--- src/rtl/bscan_pkg.sv ---
package bscan_pkg;

  // Role of a stage inside one pad's segment; the value is its offset.
  typedef enum logic {
    CELL_DIR  = 1'b0,
    CELL_DATA = 1'b1
  } cell_kind_e;

  localparam int STAGES_PER_PAD = 2;

  function automatic int stage_idx(input int pad, input cell_kind_e kind);
    return STAGES_PER_PAD * pad + int'(kind);
  endfunction

endpackage

--- src/rtl/bscan_shift_stage.sv ---
module bscan_shift_stage (
  input  logic tck,
  input  logic treset,
  input  logic shift_n,
  input  logic capture,
  input  logic scan_d,
  input  logic obs_d,
  output logic sh_q
);

  // Rising-edge capture/shift flop; shift has priority over capture.
  always_ff @(posedge tck) begin
    if (treset)        sh_q <= 1'b0;
    else if (!shift_n) sh_q <= scan_d;
    else if (capture)  sh_q <= obs_d;
  end

endmodule

--- src/rtl/bscan_update_stage.sv ---
module bscan_update_stage (
  input  logic tck,
  input  logic treset,
  input  logic update,
  input  logic sh_d,
  output logic up_q
);

  // Falling-edge holding flop; outputs stay put while the chain shifts.
  always_ff @(negedge tck) begin
    if (treset)      up_q <= 1'b0;
    else if (update) up_q <= sh_d;
  end

endmodule

--- src/rtl/bscan_pad_seg.sv ---
module bscan_pad_seg (
  input  logic tck,
  input  logic treset,
  input  logic shift_n,
  input  logic capture,
  input  logic update,
  input  logic test_drive,
  input  logic scan_d,
  input  logic core_out,
  input  logic core_en,
  input  logic pad_in,
  output logic pad_out,
  output logic pad_en,
  output logic core_in,
  output logic sh_dir,
  output logic sh_dat,
  output logic up_dir,
  output logic up_dat
);

  logic drive_en;
  logic dat_obs;

  // Direction stage observes the core's enable.
  bscan_shift_stage u_dir_sh (
    .tck    (tck),
    .treset (treset),
    .shift_n(shift_n),
    .capture(capture),
    .scan_d (scan_d),
    .obs_d  (core_en),
    .sh_q   (sh_dir)
  );

  bscan_update_stage u_dir_up (
    .tck   (tck),
    .treset(treset),
    .update(update),
    .sh_d  (sh_dir),
    .up_q  (up_dir)
  );

  // Effective enable picks the data stage's capture source.
  assign drive_en = test_drive ? up_dir : core_en;
  assign dat_obs  = drive_en ? core_out : pad_in;

  bscan_shift_stage u_dat_sh (
    .tck    (tck),
    .treset (treset),
    .shift_n(shift_n),
    .capture(capture),
    .scan_d (sh_dir),
    .obs_d  (dat_obs),
    .sh_q   (sh_dat)
  );

  bscan_update_stage u_dat_up (
    .tck   (tck),
    .treset(treset),
    .update(update),
    .sh_d  (sh_dat),
    .up_q  (up_dat)
  );

  assign pad_en  = drive_en;
  assign pad_out = test_drive ? up_dat : core_out;
  assign core_in = pad_in;

endmodule

--- src/rtl/bscan_pad_chain.sv ---
module bscan_pad_chain #(
  parameter int NUM_PADS = 4
) (
  input  logic                tck,
  input  logic                treset,
  input  logic                tap_capture,
  input  logic                tap_shift_n,
  input  logic                tap_update,
  input  logic                test_drive,
  input  logic                scan_in,
  output logic                scan_out,
  input  logic [NUM_PADS-1:0] core_out,
  input  logic [NUM_PADS-1:0] core_en,
  input  logic [NUM_PADS-1:0] pad_in,
  output logic [NUM_PADS-1:0] pad_out,
  output logic [NUM_PADS-1:0] pad_en,
  output logic [NUM_PADS-1:0] core_in
);

  import bscan_pkg::*;

  localparam int STAGES = STAGES_PER_PAD * NUM_PADS;

  logic [NUM_PADS:0]   seg_link;
  logic [STAGES-1:0]   sh_bits;
  logic [STAGES-1:0]   upd_bits;

  assign seg_link[0] = scan_in;

  for (genvar p = 0; p < NUM_PADS; p++) begin : g_pad
    localparam int DI = stage_idx(p, CELL_DIR);
    localparam int TI = stage_idx(p, CELL_DATA);

    bscan_pad_seg u_seg (
      .tck       (tck),
      .treset    (treset),
      .shift_n   (tap_shift_n),
      .capture   (tap_capture),
      .update    (tap_update),
      .test_drive(test_drive),
      .scan_d    (seg_link[p]),
      .core_out  (core_out[p]),
      .core_en   (core_en[p]),
      .pad_in    (pad_in[p]),
      .pad_out   (pad_out[p]),
      .pad_en    (pad_en[p]),
      .core_in   (core_in[p]),
      .sh_dir    (sh_bits[DI]),
      .sh_dat    (sh_bits[TI]),
      .up_dir    (upd_bits[DI]),
      .up_dat    (upd_bits[TI])
    );

    assign seg_link[p+1] = sh_bits[TI];
  end

  assign scan_out = seg_link[NUM_PADS];

endmodule

--- config.mk ---
export PLATFORM = sky130hd
export DESIGN_NAME = bscan_pad_chain
export DESIGN_NICKNAME = d
export VERILOG_FILES = /design/src/rtl/bscan_pkg.sv /design/src/rtl/bscan_shift_stage.sv /design/src/rtl/bscan_update_stage.sv /design/src/rtl/bscan_pad_seg.sv /design/src/rtl/bscan_pad_chain.sv
export SDC_FILE = /design/constraint.sdc
export NUM_CORES = 1
export LEC_CHECK = 0
export CAP_MARGIN = 20
export CORE_UTILIZATION = 43
export DETAILED_ROUTE_END_ITERATION = 16
export PLACE_DENSITY = 0.79
export SLEW_MARGIN = 20
export SYNTH_ARGS = -nofsm -noshare
export SYNTH_HDL_FRONTEND = slang
export SYNTH_SLANG_ARGS = --single-unit
--- constraint.sdc ---
create_clock -name tck -period 1.53 [get_ports tck]
set_input_delay 0.459 -clock tck [delete_from_list [all_inputs] [get_ports tck]]
set_output_delay 0.459 -clock tck [all_outputs]
set_load 0.02 [all_outputs]
==> flow_metrics.env, run 1 <==
export IMPL_status="complete, but fails checks"
export IMPL_hpwl_mm=1.540
export IMPL_grt_first_pass_wirelength_mm=3.036
export IMPL_skew_ns=0.06204
export IMPL_rsz0062_at_grt="yes"
export IMPL_synth_area_leaders="dfxtp_1 (37%), mux2i_1 (18%), buf_4 (10%), mux2_4 (6.9%), mux2_2 (5.2%)"
export IMPL_drt_iter0_drc=10
export IMPL_seq_area_frac_synth_pct=36.62
export IMPL_p_leak_uw=0.0006728
export IMPL_setup_viol=12
export IMPL_io_buffers=31
export IMPL_die_area_mm2=0.002218
export IMPL_yosys_area_share_simple_pct=7.725
export IMPL_max_stage_delay_ns=0.31
export IMPL_n_fill_cell=130
export IMPL_holdBufCountCts=0
export IMPL_vias=768
export IMPL_r2r_start="g_pad[1].u_seg.u_dir_up.up_q"
export IMPL_synthCells=89
export IMPL_reg2reg_to="g_pad[1].u_seg.u_dat_sh.sh_q"
export IMPL_gp_congestion=0.8050
export IMPL_fin_nets=156
export IMPL_drv_cap=0
export IMPL_fin_tns_setup_ns=-7.302
export IMPL_synth_distinct_cells=15
export IMPL_syn_to_final_growth_pct=55.22
export IMPL_synth_seq_cells=16
export IMPL_grt_max_degree=10
export IMPL_grt_overflow=0
export IMPL_yosysTopAreaCell="dfxtp_1"
export IMPL_drv_slew=0
export IMPL_cts_max_level=1
export IMPL_cp_buffers_inverters=1
export IMPL_wl_mm=1.941
export IMPL_wl_per_cell_um=12.06
export IMPL_critPathTopFamily="flip-flops"
export IMPL_placed_cells=143
export IMPL_yosysWarnings=0
export IMPL_pre_cts_slack_ns=-0.9109
export IMPL_synth_common_cells="dfxtp_1 (16), mux2i_1 (16), buf_4 (12), nor2_1 (12)"
export IMPL_cts_buffers=3
export IMPL_cts_tree="done"
export IMPL_clockRootBuffer="clkbuf_4"
export IMPL_core_area_mm2=0.001821
export IMPL_arrival_ns=1.81
export IMPL_postPlaceCellArea_mm2=0.001220
export IMPL_die_w_um=47.10
export IMPL_antenna_found_initial=0
export IMPL_first_pass_iters=4
export IMPL_power_density_mw_per_mm2=771.4
export IMPL_clock_sinks=16
export IMPL_cpMaxStageDelayCell="dfxtp_2"
export IMPL_ys_async_sr_fraction_pct=0
export IMPL_ant_nets=0
export IMPL_top_level_ports=32
export IMPL_rows=15
export IMPL_ff2ff_path_depth=5
export IMPL_antenna_cells=0
export IMPL_worst_setup_path_type="reg -> out"
export IMPL_power_uw=1047
export IMPL_grt_pass1_vias=712
export IMPL_synth_compound_area_share_pct=10.30
export IMPL_globalRouteMet1Util_pct=25.53
export IMPL_startpoint="g_pad[0].u_seg.u_dir_up.up_q"
export IMPL_clock_latency_ns=0.33
export IMPL_crit_fanout=2
export IMPL_synth_top_area_share_pct=36.62
export IMPL_syn_avg_cell_area_um2=9.827
export IMPL_stdcell_count=161
export IMPL_synthXorXnorAreaFrac_pct=0
export IMPL_yosys_mux_area_fraction_pct=30.33
export IMPL_syn_area_um2=874.6
export IMPL_crit_path_start_kind="flip-flop"
export IMPL_synthAdderAreaFrac_pct=0
export IMPL_regToRegSetupSlack_ns=-0.49
export IMPL_clk_path_buf_depth=2
export IMPL_min_path_type="reg -> reg"
export IMPL_crit_cells=2
export IMPL_cts_clk_slew_worst_paths_ns=0.03
export IMPL_die_y_um=47.10
export IMPL_required_ns=1.07
export IMPL_critical_path_cell_chain="mux2_4, buf_6"
export IMPL_start_util_pct=48.04
export IMPL_violations="negative setup slack"
export IMPL_top_usage_layer="met2"
export IMPL_drive_above_1_share_pct=38.97
export IMPL_finalInstanceArea_mm2=0.001358
export IMPL_vdd_drop_max_mv=0.5764
export IMPL_grt_util_met3_pct=3.846
export IMPL_drc=0
export IMPL_fin_ws_ns=-0.7347
export IMPL_syn_num_nets=108
export IMPL_hold_viol=0
export IMPL_ys_flop_type="dfxtp_1"
export IMPL_grt_usage_pct=19.33
export IMPL_relSlewSlack_pct=85.06
export IMPL_worst_pin_slew_ns=0.2227
export IMPL_synth_edf_count=0
export IMPL_viasPerCell=4.770
export IMPL_synth_top_family_by_area="multiplexers"
export IMPL_critPathCapture="pad_en[0]"
export IMPL_cp_end_kind="output pin"
export IMPL_gr_usage_met2_pct=33.89
state kept, by name (all words and copies together) (netlist names):
| name | count |
|---|---|
| g_pad.u_seg.u_dat_sh.sh_q | 4 |
| g_pad.u_seg.u_dat_up.up_q | 4 |
| g_pad.u_seg.u_dir_sh.sh_q | 4 |
| g_pad.u_seg.u_dir_up.up_q | 4 |
through the flow:
| stage | hold slack [ns] | utilization (%) |
|---|---|---|
| final | 0.4810 | 74.57 |
| after global routing | 0.5088 | 74.57 |
| after CTS | 0.5028 | 72.65 |
| after detailed placement | 0.4947 | 67.01 |
| after global placement | 0.4750 | 67.01 |
| after floorplan | 0.4544 | - |
per-layer routing:
layer / routed length, um / share of wire, %
met1: 884 / 46
met2: 973 / 50
met3: 78 / 4.0
met4: 5 / 0.26
met5: 0 / 0
where the power goes:
group	switching, uW	internal, uW	total [uW]
sequential	15.8	442	458
combinational	115	174	289
clock	173	128	300
total	303	744	1050
kinds of logic after synthesis:
logic type / after synthesis
mux: 24
flops: 16
simple gates: 17
compound gates: 12
buf+inv: 20
what timing repair did:
item                                    4_1_cts  5_1_grt
setup buffers                                 4        3
resized for setup                            88        6
endpoints found under the setup margin       25       12
pin swaps                                     1        1
placed cells by master, fill, tap and decap left out:
cell type,Yosys,final
a211oi_1,4,4
a2bb2oi_1,4,4
buf_2,3,1
buf_4,12,19
buf_6,1,16
clkbuf_1,2,1
clkbuf_4,0,3
clkdlybuf4s50_1,0,12
dfxtp_1,16,10
dfxtp_2,0,6
dlygate4sd2_1,0,6
inv_1,2,9
mux2_4,4,8
mux2i_1,16,16
nand2_1,4,4
nand3b_1,1,1
nor2_1,12,12
o22ai_1,4,4
worst register-to-register path, delay by kind of cell, from the launching register on:
kind	cells	cell delay (ns)
compound gates	1	0.11
flops	1	0.31
mux	2	0.44
buf+inv	2	0.23
worst min path at each step:
stage	endpoint	depth (start not counted)	startpoint
detailed placement	g_pad[3].u_seg.u_dat_up.up_q	2	g_pad[3].u_seg.u_dat_up.up_q
CTS	g_pad[1].u_seg.u_dat_up.up_q	2	g_pad[1].u_seg.u_dat_up.up_q
global route	g_pad[1].u_seg.u_dat_up.up_q	2	g_pad[1].u_seg.u_dat_up.up_q
floorplan	g_pad[2].u_seg.u_dat_up.up_q	2	g_pad[2].u_seg.u_dat_up.up_q
finish	g_pad[1].u_seg.u_dat_up.up_q	2	g_pad[1].u_seg.u_dat_up.up_q
global placement	g_pad[1].u_seg.u_dat_up.up_q	2	g_pad[1].u_seg.u_dat_up.up_q
area by class of cell:
cell class / count / area, um^2 / share of cell area (%)
clock inverters: 8 / 30.03 / 2.212
multi-input cells: 53 / 437.9 / 32.26
well taps: 25 / 31.28 / 2.304
flip-flops and latches: 16 / 327.8 / 24.15
clock buffers: 4 / 26.28 / 1.935
inverters: 1 / 3.754 / 0.2765
repair buffers: 54 / 500.5 / 36.87
No activity file was read; power rests on OpenSTA's default activity.
==> run 2, diff against run 1 <==
TNS_END_PERCENT = 5   (was default)
==> run 2 against run 1 <==
Sequential power barely moved. Routed wire length is 4.6% higher. Sequential share of layout area rose by 0.54 points. The flow still finishes with violations (negative setup slack). Critical endpoint unchanged.
==> flow_metrics.env, run 2 (synthesis gave the netlist of run 1 again) <==
export IMPL_stdcell_count=154
export IMPL_cts_clk_slew_worst_paths_ns=0.03
export IMPL_clock_sinks=16
export IMPL_placed_cells=143
export IMPL_p_leak_uw=0.0006393
export IMPL_skew_ns=0.06436
export IMPL_setup_viol=20
export IMPL_violations="negative setup slack"
export IMPL_layout_commonest_cell="mux2i_1"
export IMPL_drive_above_1_share_pct=34.11
export IMPL_clk_path_buf_depth=2
export IMPL_clockRootBuffer="clkbuf_4"
export IMPL_drt_iter0_drc=22
export IMPL_cts_buffers=3
export IMPL_core_area_mm2=0.001821
export IMPL_rows=15
export IMPL_met2_length_mm=1.028
export IMPL_viasPerCell=5.149
export IMPL_power_share_combinational_pct=27.7
export IMPL_crit_fanout=2
export IMPL_holdBufCountCts=0
export IMPL_grt_usage_pct=18.82
export IMPL_antenna_found_initial=0
export IMPL_hpwl_mm=1.518
export IMPL_first_pass_iters=4
export IMPL_grt_pass1_vias=743
export IMPL_grt_overflow=0
export IMPL_min_path_type="reg -> reg"
export IMPL_ant_nets=0
export IMPL_drc=0
export IMPL_dr_wl_met3_um=103
export IMPL_fin_ws_ns=-0.7464
export IMPL_worst_pin_slew_ns=0.1899
export IMPL_most_common_layout_cells="mux2i_1 (16), buf_6 (15), clkdlybuf4s50_1 (14)"
export IMPL_arrival_ns=1.82
export IMPL_status="complete, but fails checks"
export IMPL_wl_met1_um=893
export IMPL_vdd_drop_max_mv=0.6387
export IMPL_cts_tree="done"
export IMPL_grt_max_degree=11
export IMPL_hold_viol=0
export IMPL_wl_per_cell_um=13.18
export IMPL_gp_congestion=0.8273
export IMPL_start_util_pct=48.04
export IMPL_top_level_ports=32
export IMPL_wl_mm=2.030
export IMPL_rsz0062_at_grt="yes"
export IMPL_pwr_share_clk_pct=27.9
export IMPL_fin_nets=150
export IMPL_internal_power_uw=729.1
export IMPL_syn_to_final_growth_pct=50.64
export IMPL_cts_max_level=1
export IMPL_power_share_switching_pct=29.27
export IMPL_io_buffers=31
export IMPL_power_switching_uw=301.6
export IMPL_antenna_cells=0
export IMPL_drv_cap=0
export IMPL_maxUsedRoutingLayer="met4"
export IMPL_vias=793
export IMPL_grt_first_pass_wirelength_mm=2.939
export IMPL_die_area_mm2=0.002218
export IMPL_worst_setup_path_type="reg -> out"
export IMPL_clock_latency_ns=0.34
export IMPL_postPlaceCellArea_mm2=0.001225
export IMPL_n_fill_cell=139
export IMPL_required_ns=1.07
export IMPL_die_w_um=47.10
export IMPL_power_density_mw_per_mm2=782.3
export IMPL_relSlewSlack_pct=86.98
export IMPL_drv_slew=0
export IMPL_pwr_share_seq_pct=44.4
export IMPL_cp_end_kind="output pin"
export IMPL_finalInstanceArea_mm2=0.001318
export IMPL_crit_path_start_kind="flip-flop"
export IMPL_die_y_um=47.10
-- run 2: changes by cell type in the layout (fill, tap and decap cells not counted), sizes merged --
cell	delta
clkbuf	-1
clkdlybuf4s50	+2
dlygate4sd2	-1
buf	-7
-- run 2: layer usage --
layer,vias up,track usage [%]
met2,33,34.72
met3,2,3.077
met4,0,5.714
met5,-,0
met1,374,22.17
li1,384,-
-- run 2: worst max-delay path, stage by stage, from the launching register on --
cell and delay, ns:
dfxtp_1 0.30, mux2_4 0.28, buf_6 0.14
-- run 2: power by group through the flow --
stage,clock network [uW],logic (uW),registers (uW)
after detailed placement,36.3,268,464
after floorplan,36.3,168,461
final,287,286,457
after global routing,332,302,459
after CTS,298,275,456
after global placement,36.3,263,462
-- run 2: path summary, 6_finish.rpt --
kind	slack, ns	depth (start not counted)	start	endpoint
hold / removal	0.49	2	g_pad[1].u_seg.u_dir_up.up_q	g_pad[1].u_seg.u_dir_up.up_q
hold reg to reg	0.49	2	g_pad[1].u_seg.u_dir_up.up_q	g_pad[1].u_seg.u_dir_up.up_q
setup / recovery	-0.75	2	g_pad[0].u_seg.u_dir_up.up_q	pad_en[0]
setup reg to reg	-0.38	4	g_pad[0].u_seg.u_dir_up.up_q	g_pad[0].u_seg.u_dat_sh.sh_q
-- run 2: what timing repair did --
item                                    4_1_cts  5_1_grt
pin swaps                                     3        0
endpoints found under the setup margin       25       20
buffers inserted                              1        0
gates resized for setup                      78        9
-- run 2: area by class of cell --
type / instances / area, um^2 / share of cell area (%)
Timing Repair Buffer: 48 / 470.5 / 35.71
Multi-Input combinational cell: 53 / 434.2 / 32.95
Sequential cell: 16 / 325.3 / 24.69
Tap cell: 25 / 31.28 / 2.374
Clock inverter: 8 / 30.03 / 2.279
Clock buffer: 3 / 22.52 / 1.709
Inverter: 1 / 3.754 / 0.2849
-- run 2: per-stage QoR --
step	util (%)	total power (uW)	hold WS, ns	TNS, ns	worst slack [ns]
global placement	67.29	761.7	0.4715	-15.56	-0.8789
floorplan	-	665.3	0.4544	-5.756	-0.3725
detailed placement	67.29	768.1	0.4754	-15.69	-0.8958
finish	72.37	1031	0.4894	-9.986	-0.7464
global route	72.37	1092	0.5133	-10.63	-0.7802
CTS	70.93	1030	0.5060	-9.999	-0.7572
==> run 3, diff against run 2 <==
GPL_ROUTABILITY_DRIVEN = 0   (was default)
RECOVER_POWER = 100   (was default)
==> run 3 against run 2 <==
The run still ends with negative setup slack left. Total power is 1.1% lower. Sequential power hardly changed. Routed wire length increased by 1.3%. Critical path depth unchanged. Worst hold slack barely moved. Worst setup slack got worse by 0.0018 ns. Via count is 0.38% lower.
==> flow_metrics.env, run 3 (synthesis gave the netlist of run 1 again) <==
export IMPL_postPlaceCellArea_mm2=0.001225
export IMPL_finalInstanceArea_mm2=0.001272
export IMPL_status="complete, but fails checks"
export IMPL_clock_latency_ns=0.34
export IMPL_clockRootBuffer="clkbuf_4"
export IMPL_hold_viol=0
export IMPL_critPathCapture="pad_en[2]"
export IMPL_violations="negative setup slack"
export IMPL_most_common_layout_cells="mux2i_1 (16), clkdlybuf4s50_1 (13), buf_4 (13)"
export IMPL_cts_buffers=3
export IMPL_wl_mm=2.056
export IMPL_fin_ws_ns=-0.7482
export IMPL_worst_setup_path_type="reg -> out"
export IMPL_crit_fanout=2
export IMPL_clock_sinks=16
export IMPL_crit_path_start_kind="flip-flop"
export IMPL_drc=0
export IMPL_fin_nets=150
export IMPL_setup_viol=20
export IMPL_power_density_mw_per_mm2=801.1
export IMPL_drv_slew=0
export IMPL_die_w_um=47.10
export IMPL_start_util_pct=48.04
export IMPL_clk_path_buf_depth=2
export IMPL_grt_max_degree=11
export IMPL_r2r_start="g_pad[0].u_seg.u_dir_up.up_q"
export IMPL_worst_pin_slew_ns=0.2783
export IMPL_arrival_ns=1.82
export IMPL_antenna_found_initial=0
export IMPL_startpoint="g_pad[2].u_seg.u_dir_up.up_q"
export IMPL_fin_tns_setup_ns=-9.974
export IMPL_rsz0062_at_grt="yes"
export IMPL_wl_per_cell_um=13.35
export IMPL_utilization_pct=69.90
export IMPL_rows=15
export IMPL_regToRegSetupSlack_ns=-0.38
export IMPL_drt_iter0_drc=20
export IMPL_ant_nets=0
export IMPL_reg2reg_to="g_pad[0].u_seg.u_dat_sh.sh_q"
export IMPL_cts_clk_slew_worst_paths_ns=0.04
export IMPL_vdd_drop_max_mv=0.6322
export IMPL_grt_pass1_vias=743
export IMPL_grt_usage_pct=18.82
export IMPL_first_pass_iters=4
export IMPL_io_buffers=31
export IMPL_pre_cts_slack_ns=-0.8958
export IMPL_grt_first_pass_wirelength_mm=2.939
export IMPL_top_level_ports=32
export IMPL_skew_ns=0.06403
export IMPL_min_path_type="reg -> reg"
export IMPL_drive_above_1_share_pct=31.01
export IMPL_viasPerCell=5.130
export IMPL_power_uw=1019
export IMPL_cp_end_kind="output pin"
export IMPL_relSlewSlack_pct=81.52
export IMPL_drv_cap=0
export IMPL_cts_max_level=1
export IMPL_ff2ff_path_depth=4
export IMPL_layout_commonest_cell="mux2i_1"
export IMPL_grt_overflow=0
export IMPL_die_y_um=47.10
export IMPL_vias=790
export IMPL_required_ns=1.07
export IMPL_hpwl_mm=1.518
export IMPL_p_leak_uw=0.0006149
export IMPL_antenna_cells=0
export IMPL_syn_to_final_growth_pct=45.49
export IMPL_core_area_mm2=0.001821
export IMPL_die_area_mm2=0.002218
export IMPL_cts_tree="done"
run 3: through the flow:
stage | hold WS (ns) | instances
floorplan | 0.4544 | 89
global placement | 0.4715 | 143
detailed placement | 0.4754 | 143
CTS | 0.5060 | 154
global route | 0.5133 | 154
finish | 0.4894 | 154
run 3: layer usage:
layer  GRT usage, %  up-vias  wire (um)
li1               -      382          -
met1          22.17      366        866
met2          34.72       40       1038
met3          3.077        2        146
met4          5.714        0          5
met5              0        -          0
run 3: report_power, final:
group | internal, uW | switching (uW)
Combinational | 157 | 115
Clock | 119 | 172
Sequential | 441 | 15.8
Total | 717 | 303
run 3: area by class of cell:
class / count / area (um^2)
Tap cell: 25 / 31.28
Multi-Input combinational cell: 53 / 434.2
Timing Repair Buffer: 48 / 425.4
Sequential cell: 16 / 325.3
Inverter: 1 / 3.754
Clock inverter: 8 / 30.03
Clock buffer: 3 / 22.52
Fill cell: 145 / 548.0
run 3: how the worst min path moves through the flow:
stage                                   end  slack (ns)  depth (start not counted)                          from
4_1_cts        g_pad[2].u_seg.u_dat_up.up_q        0.51                          2  g_pad[2].u_seg.u_dat_up.up_q
3_5_place_dp   g_pad[3].u_seg.u_dat_up.up_q        0.48                          2  g_pad[3].u_seg.u_dat_up.up_q
5_1_grt        g_pad[1].u_seg.u_dir_up.up_q        0.51                          2  g_pad[1].u_seg.u_dir_up.up_q
6_report       g_pad[1].u_seg.u_dir_up.up_q        0.49                          2  g_pad[1].u_seg.u_dir_up.up_q
2_1_floorplan  g_pad[0].u_seg.u_dat_up.up_q        0.45                          2  g_pad[0].u_seg.u_dat_up.up_q
3_3_place_gp   g_pad[3].u_seg.u_dat_up.up_q        0.47                          2  g_pad[3].u_seg.u_dat_up.up_q
run 3: worst max-delay path: stages (launching register included):
cell and delay [ns]:
dfxtp_2 0.31, mux2_4 0.26, buf_6 0.13
run 3: repair_timing:
action	in CTS	in global routing
gates resized for setup	78	9
pin swaps	3	0
buffers inserted	1	0
hold buffers	0	0
setup endpoints to repair	25	20
